$ cat config.mk
export PLATFORM = sky130hd
export DESIGN_NAME = rv_legality_screen
export DESIGN_NICKNAME = d
export VERILOG_FILES = /design/src/rtl/rvls_pkg.sv /design/src/rtl/rvls_join.sv /design/src/rtl/rvls_chk16.sv /design/src/rtl/rvls_chk32.sv /design/src/rtl/rv_legality_screen.sv
export SDC_FILE = /design/constraint.sdc
export NUM_CORES = 1
export LEC_CHECK = 0
export BUFFER_PORTS_ARGS = -buffer_cell sky130_fd_sc_hd__clkbuf_2
export CORE_MARGIN = 5
export CORE_UTILIZATION = 59
export CTS_CLUSTER_SIZE = 30
export DETAILED_ROUTE_END_ITERATION = 7
export PLACE_DENSITY = 0.85
export SETUP_SLACK_MARGIN = 0.15
export SYNTH_ARGS = -nofsm -noshare
export SYNTH_HDL_FRONTEND = slang
export SYNTH_SLANG_ARGS = --single-unit
export TNS_END_PERCENT = 50
$ cat constraint.sdc
create_clock -name clk -period 9.3 [get_ports clk]
set_input_delay 0.93 -clock clk [delete_from_list [all_inputs] [get_ports clk]]
set_output_delay 0.93 -clock clk [all_outputs]
set_load 0.02 [all_outputs]
$ cat src/rtl/rvls_pkg.sv
package rvls_pkg;

  localparam logic [6:0] OPC_LUI    = 7'b0110111;
  localparam logic [6:0] OPC_JAL    = 7'b1101111;
  localparam logic [6:0] OPC_BRANCH = 7'b1100011;
  localparam logic [6:0] OPC_LOAD   = 7'b0000011;
  localparam logic [6:0] OPC_STORE  = 7'b0100011;
  localparam logic [6:0] OPC_OPIMM  = 7'b0010011;
  localparam logic [6:0] OPC_OPIMMW = 7'b0011011;
  localparam logic [6:0] OPC_OP     = 7'b0110011;
  localparam logic [6:0] OPC_OPW    = 7'b0111011;
  localparam logic [6:0] OPC_FENCE  = 7'b0001111;
  localparam logic [6:0] OPC_CUST0  = 7'b0001011;

  localparam int unsigned REG_W = 5;

  // Register is outside the usable set: x3, x4 or beyond the 16-entry file.
  function automatic logic reg_bad(input logic [REG_W-1:0] r);
    return r[4] || (r == 5'd3) || (r == 5'd4);
  endfunction

  function automatic logic op_f7_ok(input logic [6:0] f7);
    case (f7)
      7'h00, 7'h20, 7'h01, 7'h10, 7'h24,
      7'h14, 7'h34, 7'h30, 7'h05, 7'h07: return 1'b1;
      default:                           return 1'b0;
    endcase
  endfunction

  function automatic logic opw_f7_ok(input logic [6:0] f7);
    case (f7)
      7'h00, 7'h20, 7'h01, 7'h10, 7'h04, 7'h30: return 1'b1;
      default:                                  return 1'b0;
    endcase
  endfunction

endpackage

$ cat src/rtl/rvls_join.sv
module rvls_join #(
  parameter int unsigned OFF_W = 32
) (
  input  logic             clk,
  input  logic             rst_n,
  input  logic             in_valid,
  input  logic [15:0]      in_parcel,
  input  logic [OFF_W-1:0] in_off,
  output logic             emit_valid,
  output logic             emit_wide,
  output logic [31:0]      emit_insn,
  output logic [OFF_W-1:0] emit_off
);

  logic             pend_q, pend_d;
  logic [15:0]      lo_q, lo_d;
  logic [OFF_W-1:0] lo_off_q, lo_off_d;
  logic             starts_wide;

  assign starts_wide = (in_parcel[1:0] == 2'b11);

  always_comb begin
    emit_valid = in_valid && (pend_q || !starts_wide);
    emit_wide  = pend_q;
    emit_insn  = pend_q ? {in_parcel, lo_q} : {16'h0000, in_parcel};
    emit_off   = pend_q ? lo_off_q : in_off;

    pend_d   = pend_q;
    lo_d     = lo_q;
    lo_off_d = lo_off_q;
    if (in_valid) begin
      if (pend_q) begin
        pend_d = 1'b0;
      end else if (starts_wide) begin
        pend_d   = 1'b1;
        lo_d     = in_parcel;
        lo_off_d = in_off;
      end
    end
  end

  always_ff @(posedge clk or negedge rst_n) begin
    if (!rst_n) begin
      pend_q   <= 1'b0;
      lo_q     <= '0;
      lo_off_q <= '0;
    end else begin
      pend_q <= pend_d;
      if (in_valid && !pend_q && starts_wide) begin
        lo_q     <= lo_d;
        lo_off_q <= lo_off_d;
      end
    end
  end

endmodule

$ cat src/rtl/rvls_chk16.sv
module rvls_chk16
  import rvls_pkg::*;
(
  input  logic [15:0] half,
  output logic        legal
);

  logic [1:0] quad;
  logic [2:0] f3;
  logic [4:0] rd, rs2;
  logic       ok, use_rd, use_rs2;

  always_comb begin
    quad    = half[1:0];
    f3      = half[15:13];
    rd      = half[11:7];
    rs2     = half[6:2];
    ok      = 1'b0;
    use_rd  = 1'b0;
    use_rs2 = 1'b0;
    case (quad)
      2'b00: begin
        case (f3)
          3'b000:                    ok = (half[12:5] != 8'h00);
          3'b010, 3'b011,
          3'b110, 3'b111:            ok = 1'b1;
          default:                   ok = 1'b0;
        endcase
      end
      2'b01: begin
        case (f3)
          3'b000, 3'b010: begin ok = 1'b1;           use_rd = 1'b1; end
          3'b001:         begin ok = (rd != 5'd0);   use_rd = 1'b1; end
          3'b011: begin
            ok     = ({half[12], half[6:2]} != 6'd0);
            use_rd = 1'b1;
          end
          3'b100:  ok = !((half[12:10] == 3'b111) && half[6]);
          default: ok = 1'b1;
        endcase
      end
      2'b10: begin
        case (f3)
          3'b000:         begin ok = 1'b1;         use_rd = 1'b1; end
          3'b010, 3'b011: begin ok = (rd != 5'd0); use_rd = 1'b1; end
          3'b100: begin
            ok      = (rs2 != 5'd0);
            use_rd  = 1'b1;
            use_rs2 = 1'b1;
          end
          3'b110, 3'b111: begin ok = 1'b1; use_rs2 = 1'b1; end
          default:        ok = 1'b0;
        endcase
      end
      default: ok = 1'b0;
    endcase
    legal = ok && !(use_rd && reg_bad(rd)) && !(use_rs2 && reg_bad(rs2));
  end

endmodule

$ cat src/rtl/rvls_chk32.sv
module rvls_chk32
  import rvls_pkg::*;
(
  input  logic [31:0] word,
  output logic        legal
);

  logic [6:0] opc, f7;
  logic [2:0] f3;
  logic [4:0] rd, rs1, rs2;
  logic       ok, use_rd, use_rs1, use_rs2;

  always_comb begin
    opc     = word[6:0];
    rd      = word[11:7];
    f3      = word[14:12];
    rs1     = word[19:15];
    rs2     = word[24:20];
    f7      = word[31:25];
    ok      = 1'b0;
    use_rd  = 1'b0;
    use_rs1 = 1'b0;
    use_rs2 = 1'b0;
    case (opc)
      OPC_LUI, OPC_JAL: begin ok = 1'b1; use_rd = 1'b1; end
      OPC_BRANCH: begin
        ok = (f3 != 3'b010) && (f3 != 3'b011);
        use_rs1 = 1'b1; use_rs2 = 1'b1;
      end
      OPC_LOAD: begin
        ok = (f3 != 3'b111);
        use_rd = 1'b1; use_rs1 = 1'b1;
      end
      OPC_STORE: begin
        ok = !f3[2];
        use_rs1 = 1'b1; use_rs2 = 1'b1;
      end
      OPC_OPIMM: begin ok = 1'b1; use_rd = 1'b1; use_rs1 = 1'b1; end
      OPC_OPIMMW: begin
        ok = (f3 == 3'b000) || (f3 == 3'b001) || (f3 == 3'b101);
        use_rd = 1'b1; use_rs1 = 1'b1;
      end
      OPC_OP: begin
        ok = op_f7_ok(f7);
        use_rd = 1'b1; use_rs1 = 1'b1; use_rs2 = 1'b1;
      end
      OPC_OPW: begin
        ok = (f3 != 3'b011) && opw_f7_ok(f7);
        use_rd = 1'b1; use_rs1 = 1'b1; use_rs2 = 1'b1;
      end
      OPC_FENCE: ok = (f3 == 3'b000) || (f3 == 3'b001);
      OPC_CUST0: begin
        ok      = (f3 <= 3'b100) && !((f3 == 3'b011) && (rd != 5'd0));
        use_rs1 = (f3 == 3'b011);
      end
      default: ok = 1'b0;
    endcase
    legal = ok && !(use_rd && reg_bad(rd)) && !(use_rs1 && reg_bad(rs1))
               && !(use_rs2 && reg_bad(rs2));
  end

endmodule

$ cat src/rtl/rv_legality_screen.sv
module rv_legality_screen #(
  parameter int unsigned OFF_W = 32
) (
  input  logic             clk,
  input  logic             rst_n,
  input  logic             in_valid,
  input  logic [15:0]      in_parcel,
  input  logic [OFF_W-1:0] in_off,
  output logic             res_valid,
  output logic             res_legal,
  output logic [OFF_W-1:0] res_off,
  output logic             rej_flag,
  output logic [OFF_W-1:0] rej_off
);

  logic             emit_valid, emit_wide;
  logic [31:0]      emit_insn;
  logic [OFF_W-1:0] emit_off;
  logic             ok16, ok32, legal_now;

  logic             res_valid_q, res_valid_d;
  logic             res_legal_q, res_legal_d;
  logic [OFF_W-1:0] res_off_q, res_off_d;
  logic             rej_q, rej_d;
  logic [OFF_W-1:0] rej_off_q, rej_off_d;
  logic             res_en, rej_en;

  rvls_join #(.OFF_W(OFF_W)) u_join (
    .clk        (clk),
    .rst_n      (rst_n),
    .in_valid   (in_valid),
    .in_parcel  (in_parcel),
    .in_off     (in_off),
    .emit_valid (emit_valid),
    .emit_wide  (emit_wide),
    .emit_insn  (emit_insn),
    .emit_off   (emit_off)
  );

  rvls_chk16 u_chk16 (
    .half  (emit_insn[15:0]),
    .legal (ok16)
  );

  rvls_chk32 u_chk32 (
    .word  (emit_insn),
    .legal (ok32)
  );

  always_comb begin
    legal_now   = emit_wide ? ok32 : ok16;
    res_en      = emit_valid;
    res_valid_d = emit_valid;
    res_legal_d = legal_now;
    res_off_d   = emit_off;
    rej_en      = emit_valid && !legal_now && !rej_q;
    rej_d       = 1'b1;
    rej_off_d   = emit_off;
  end

  always_ff @(posedge clk or negedge rst_n) begin
    if (!rst_n) begin
      res_valid_q <= 1'b0;
      res_legal_q <= 1'b0;
      res_off_q   <= '0;
      rej_q       <= 1'b0;
      rej_off_q   <= '0;
    end else begin
      res_valid_q <= res_valid_d;
      if (res_en) begin
        res_legal_q <= res_legal_d;
        res_off_q   <= res_off_d;
      end
      if (rej_en) begin
        rej_q     <= rej_d;
        rej_off_q <= rej_off_d;
      end
    end
  end

  assign res_valid = res_valid_q;
  assign res_legal = res_legal_q;
  assign res_off   = res_off_q;
  assign rej_flag  = rej_q;
  assign rej_off   = rej_off_q;

endmodule

======== After elaboration in Yosys (flattened, before gate mapping) ========
Cells that the tools add are included.
Widths: inputs -> output; s select.
storage, ports and cells
  output and inout bits ................... 67
  flip-flop bits (word level) ............. 116
  word-level logic and storage cells ...... 140
cells by class
  reduce and logical (&&, ||, !) cells .... 64
  bitwise gates (word level) .............. 1
  $lt $le $gt $ge ......................... 1
  eq/ne operators ......................... 45
  multiplexer cells ....................... 21
operators by type and width
  cell                count
  $mux 32             2
  $eq 7x6->1 const B  8
  $eq 7x5->1 const B  4
  $eq 7x3->1 const B  3
  $eq 5x2->1 const B  4
  $eq 5x3->1 const B  4
  $logic_and 1x1->1   20
  $reduce_or 4->1     4
  $eq 3x3->1 const B  5
  $eq 7x4->1 const B  2
  $eq 7x7->1 const B  2
  $reduce_or 7->1     2
  $logic_not 1->1     12
  $mux 1              12
  $logic_or 1x1->1    11
  $reduce_bool 5->1   2
  $reduce_or 10->1    1
  $eq 3x2->1 const B  3
  $pmux 1 s3          3
  $pmux 1 s9          1
  $reduce_or 3->1     3
  $reduce_bool 8->1   1
  $eq 7x1->1 const B  1
  $eq 7x2->1 const B  1
  other kinds (15)    21

======== Depth between registers and ports, before layout ========
  word-level depth ........................ 14
  mapped depth ............................ 18
  mapped depth without buffers ............ 12

======== Hierarchy ========
A second synthesis with hierarchy kept.
second synthesis, totals
  cell total of the unflattened synthesis .. 416
  area, all modules ....................... 5824.3 um2
by module, submodules not included
  module              area each (um2)  sequential area each (um2)  instances  cells an instance
  rv_legality_screen  2602.5           1676.6                      1          143
  rvls_join           2518.7           1226.2                      1          178
  rvls_chk32          432.9            0.0                         1          60
  rvls_chk16          270.3            0.0                         1          35

======== Least setup slack after synthesis ========
Ideal clock, no wire load.
  kind .................................... register -> register
  start point ............................. reg u_join.pend_q, in the netlist u_join.emit_wide
  end point ............................... reg rej_off_q[11], in the netlist rej_off[11]
  path slack .............................. 5.112 ns
  data required time ...................... 9.175 ns
  setup time .............................. 0.125 ns
  clock period less this slack ............ 4.188 ns
  stages on the path, launching flop included .. 18
  arrival ................................. 4.063 ns
  cells stage by stage .................... dfrtp_1 -> buf_4 -> buf_6 -> buf_2 -> clkbuf_1 -> buf_2 -> buf_2 -> mux2i_1 -> inv_1 -> ha_1 -> and4b_1 -> o21ai_0 -> a22oi_1 -> o221ai_1 -> a311oi_2 -> nor4b_4 -> buf_6 -> mux2_4
between the ends
  cells in the longest elaborated chain, start to end .. 14
ends and longest elaborated chain
  item                                      line                            source
  from (decl)                               rvls_join.sv:15                 logic pend_q, pend_d;
  from (signal assigned)                    rvls_join.sv:48                 pend_q <= pend_d;
  $mux 32                                   rvls_join.sv:25                 emit_insn = pend_q ? {in_parcel, lo_q} : {16'h0000, in_parcel};
  $eq 7x6->1, or another cell as far along  rvls_pkg.sv:23, rvls_pkg.sv:31
  $reduce_or 6->1                           rvls_pkg.sv:31                  case (f7)
  $mux 1                                    rvls_pkg.sv:31
  $mux 1                                    rvls_chk32.sv:24                case (opc)
  $logic_and 1x1->1                         rvls_chk32.sv:48                ok = (f3 != 3'b011) && opw_f7_ok(f7);
  $pmux 1 s9                                rvls_chk32.sv:24
  $logic_and 1x1->1 (2 in series)           rvls_chk32.sv:58                legal = ok && !(use_rd && reg_bad(rd)) && !(use_rs1 && reg_bad(rs1))
  $logic_and 1x1->1                         rvls_chk32.sv:59                && !(use_rs2 && reg_bad(rs2));
  $mux 1                                    rv_legality_screen.sv:51        legal_now = emit_wide ? ok32 : ok16;
  $logic_not 1->1                           rv_legality_screen.sv:56        rej_en = emit_valid && !legal_now && !rej_q;
  $logic_and 1x1->1 (2 in series)           rv_legality_screen.sv:56
  to (signal assigned)                      rv_legality_screen.sv:76        rej_off_q <= rej_off_d;
  to (decl)                                 rv_legality_screen.sv:25        logic [OFF_W-1:0] rej_off_q, rej_off_d;
Parallel ways exist; a longest one is shown, timed or not. The select of a mux whose other input is x is not followed.
A chain may end at the register's enable or synchronous reset.

======== Final worst setup path ========
  start point ............................. reg u_join.pend_q, in the netlist u_join.emit_wide
  end point ............................... reg rej_off_q[10], in the netlist rej_off[10]
Same word-level chain as after synthesis.

==> impl_metrics.env <==
export IMPL_synth_seq_area_share_pct=50.15
export IMPL_yosysWarnings=0
export IMPL_postSynthNetCount=522
export IMPL_p_leak_nw=3.208
export IMPL_layout_drive_gt1_share_pct=46.54
export IMPL_postCtsSetupRepairBufs=0
export IMPL_postSynthAreaPerCell_um2=12.42
export IMPL_dieHeight_um=109.0
export IMPL_clk_pin_slew_ps=60
export IMPL_path_class="register to register"
export IMPL_routed_wire_length_per_instance_um=19.59
export IMPL_dpl_cell_area_um2=6442
export IMPL_relSlewSlack_pct=33.93
export IMPL_setup_viol_count_final=0
export IMPL_power_per_cell_area_nw_per_um2=265.1
export IMPL_cts_tree="done"
export IMPL_critPathCaptureType="register"
export IMPL_internal_power_mw=1.279
export IMPL_insertedDiodeCount=0
export IMPL_critical_path_max_stage_delay_ps=740
export IMPL_cts_num_sinks=116
export IMPL_ys_flop_type="sky130_fd_sc_hd__dfrtp_1"
export IMPL_clock_tree_root_cell="sky130_fd_sc_hd__clkbuf_8"
export IMPL_worstSetupStartpointType="register"
export IMPL_crit_path_start="u_join.emit_wide$_DFFE_PN0P_"
export IMPL_die_area_um2=11890
export IMPL_io_pins=118
export IMPL_cts_hold_buf=0
export IMPL_synth_top_area_share_pct=50.15
export IMPL_worst_ir_drop_vdd_uv=174.6
export IMPL_power_net_switching_mw=0.5850
export IMPL_power_switching_fraction_pct=31.38
export IMPL_place_hpwl_um=9448
export IMPL_r2r_start="u_join.emit_wide$_DFFE_PN0P_"
export IMPL_worst_skew_pair_late_latency_ps=520
export IMPL_grt_use_total_pct=25.39
export IMPL_synth_distinct_cells=63
export IMPL_clock_path_buffers=2
export IMPL_async_reset_ff_share_pct=100.0
export IMPL_final_design_area_no_fill_um2=7033
export IMPL_number_of_nets_in_the_layout=636
export IMPL_fp_dieW_um=109.0
export IMPL_route_final_wire_length_um=14220
export IMPL_tns_ps=0
export IMPL_fin_crit_sh_pct=42.67
export IMPL_synth_edf_count=0
export IMPL_seq_power_share_pct=38.7
export IMPL_synth_seq_cells=116
export IMPL_vias_in_the_first_global_route=4486
export IMPL_timing_critical_path_arrival_ps=4370
export IMPL_syn2layout_area_growth_pct=21.51
export IMPL_cp_max_fo=70
export IMPL_top_count_cell_post_synth="sky130_fd_sc_hd__dfrtp_1"
export IMPL_grt_pass1_wl_um=23200
export IMPL_netlist_top_cells_area="sky130_fd_sc_hd__dfrtp_1, sky130_fd_sc_hd__mux2_2, sky130_fd_sc_hd__mux2_4"
export IMPL_fillCellCount=646
export IMPL_worst_ep_required_time_ps=9700
export IMPL_worstHoldPathType="register to register"
export IMPL_vias=4220
export IMPL_total_congestion_overflow_after_global_routing=0
export IMPL_post_cts_resized_instances=0
export IMPL_grt_max_degree=71
export IMPL_path_common_cell="sky130_fd_sc_hd__buf_4"
export IMPL_detail_route_vias_per_cell=5.813
export IMPL_yosys_area_top_type="sky130_fd_sc_hd__dfrtp_1"
export IMPL_post_synth_inst_count=466
export IMPL_worst_r2r_path_depth=10
export IMPL_route_antenna_remaining_nets=0
export IMPL_outcome="finished clean"
export IMPL_rows=36
export IMPL_gp_congestion=0.9016
export IMPL_postLayoutCoreUtil_pct=72.62
export IMPL_report_final_slew_viol_count=0
export IMPL_placeableCoreArea_um2=9684
export IMPL_detailedRoute_firstIterationViolations=230
export IMPL_port_buffer_count=117
export IMPL_fmax_mhz=252.0
export IMPL_grt_setup_unrepaired="false"
export IMPL_drc=0
export IMPL_clock_tree_htree_level_count=4
export IMPL_timing_hold_violations_final=0
export IMPL_tritoncts_num_buffers=17
export IMPL_timing_worst_slew_pin_value_ps=985.0
export IMPL_share_clk_of_total_power_pct=35.3
export IMPL_ff2ff_setup_slack_ps=5330
export IMPL_crit_end="rej_off[10]$_DFFE_PN0P_"
export IMPL_cap_viol_max_count=0
export IMPL_crit_reg2reg_capture="rej_off[10]$_DFFE_PN0P_"
export IMPL_critical_path_slowest_cell="sky130_fd_sc_hd__buf_4"
export IMPL_top_cell_types_by_occurrence_after_synthesis="sky130_fd_sc_hd__dfrtp_1, sky130_fd_sc_hd__mux2_2, sky130_fd_sc_hd__nand2_1"
export IMPL_antenna_found_initial=0
export IMPL_cp_cell_sequence="buf_4 > nand2b_1 > o21ai_0 > a2111oi_2 > a31o_2 > a311oi_1 > a311oi_2 > nor4b_4 > buf_4 > mux2_2"
export IMPL_netlist_area_um2=5788
export IMPL_period_minus_slack_ps=3969
export IMPL_start_util_pct=59.77
export IMPL_final_setup_skew_ps=13.57
export IMPL_p_comb_share_pct=25.9
export IMPL_drt_pre_antenna_iters=4
[worst min-delay path by stage]
stage,start,end,slack (ps),depth (start not counted)
after floorplan,u_join.lo_q[1]$_DFFE_PN0P_,u_join.lo_q[1]$_DFFE_PN0P_,430,1
after global placement,res_off[2]$_DFFE_PN0P_,res_off[2]$_DFFE_PN0P_,460,2
after detailed placement,u_join.lo_q[1]$_DFFE_PN0P_,u_join.lo_q[1]$_DFFE_PN0P_,460,1
after CTS,u_join.lo_q[1]$_DFFE_PN0P_,u_join.lo_q[1]$_DFFE_PN0P_,470,1
after global routing,u_join.lo_q[1]$_DFFE_PN0P_,u_join.lo_q[1]$_DFFE_PN0P_,510,1
final,u_join.lo_q[1]$_DFFE_PN0P_,u_join.lo_q[1]$_DFFE_PN0P_,470,1
[routing by layer]
metal	GRT usage [%]	vias to the layer above	share of wire, %
met2	41.67	154	50
li1	-	1932	-
met3	6.750	18	6.5
met4	9.648	0	1.3
met5	0	-	0
met1	32.23	2116	42
[power by group through the flow]
stage	registers [mW]	logic [mW]	clock network, mW
floorplan	0.801	0.228	0
global placement	0.716	0.464	0
detailed placement	0.722	0.482	0
CTS	0.720	0.488	0.663
global route	0.736	0.522	0.689
finish	0.722	0.484	0.659
[critical path: cells and delay by family (launching register included)]
family	cells	cell delay (ps)
simple gates	2	480
mux	1	400
compound gates	5	1100
buf+inv	2	1300
flops	1	540
[state kept, by name (all words and copies together), names as in the netlist]
| register | count |
|---|---|
| rej_off | 32 |
| rej_flag | 1 |
| res_legal | 1 |
| u_join.lo_off_q | 32 |
| res_valid | 1 |
| u_join.lo_q | 16 |
| u_join.emit_wide | 1 |
| res_off | 32 |
[cells in the final DEF (no fill, tap or decap), types with 3 or more instances in the layout]
cell type,count
sky130_fd_sc_hd__nor2b_1,3
sky130_fd_sc_hd__mux2i_1,21
sky130_fd_sc_hd__mux2_4,20
sky130_fd_sc_hd__o22ai_1,5
sky130_fd_sc_hd__a21oi_1,6
sky130_fd_sc_hd__buf_4,5
sky130_fd_sc_hd__o32ai_1,3
sky130_fd_sc_hd__dfrtp_1,115
sky130_fd_sc_hd__clkbuf_16,16
sky130_fd_sc_hd__o221ai_1,3
sky130_fd_sc_hd__o21ai_1,3
sky130_fd_sc_hd__nor3b_1,3
sky130_fd_sc_hd__clkbuf_2,116
sky130_fd_sc_hd__ha_1,5
sky130_fd_sc_hd__a21o_1,3
sky130_fd_sc_hd__nor2_1,14
sky130_fd_sc_hd__o21ai_0,23
sky130_fd_sc_hd__nand2_1,25
sky130_fd_sc_hd__nand3_1,9
sky130_fd_sc_hd__nand2b_1,6
sky130_fd_sc_hd__nor3_1,10
sky130_fd_sc_hd__bufinv_16,4
sky130_fd_sc_hd__inv_1,15
sky130_fd_sc_hd__nand3b_1,3
sky130_fd_sc_hd__clkbuf_1,6
sky130_fd_sc_hd__mux2_2,96
[cell type report]
type / count / area, um^2 / area share, %
Clock buffer: 23 / 436.7 / 6.209
Clock inverter: 9 / 153.9 / 2.188
Inverter: 16 / 60.06 / 0.8539
Multi-Input combinational cell: 308 / 2694 / 38.30
Sequential cell: 116 / 2904 / 41.29
Tap cell: 133 / 166.4 / 2.366
Timing Repair Buffer: 121 / 618.1 / 8.788
[logic make-up (layout without fill, tap and decap cells)]
kind of cell,Yosys count,after routing,synth area share (%)
AOI/OAI and AO/OA,68,68,8.128
xor gates and xnor gates,2,2,0.3027
adders and majority gates,5,5,1.081
buffers and inverters,42,169,3.394
DFF,116,116,50.15
muxes,139,139,27.97
and+or+nand+nor,94,94,8.971
[per-stage QoR]
step | cells | setup slack (ps) | total power, mW | hold WS [ps]
final | 726 | 5331 | 1.864 | 473.5
after global routing | 726 | 5015 | 1.947 | 511.0
after CTS | 726 | 5348 | 1.870 | 473.3
after detailed placement | 694 | 5062 | 1.204 | 459.6
after global placement | 694 | 5195 | 1.181 | 462.5
after floorplan | 466 | 5112 | 1.028 | 434.4
No activity file was read; power rests on OpenSTA's default activity.
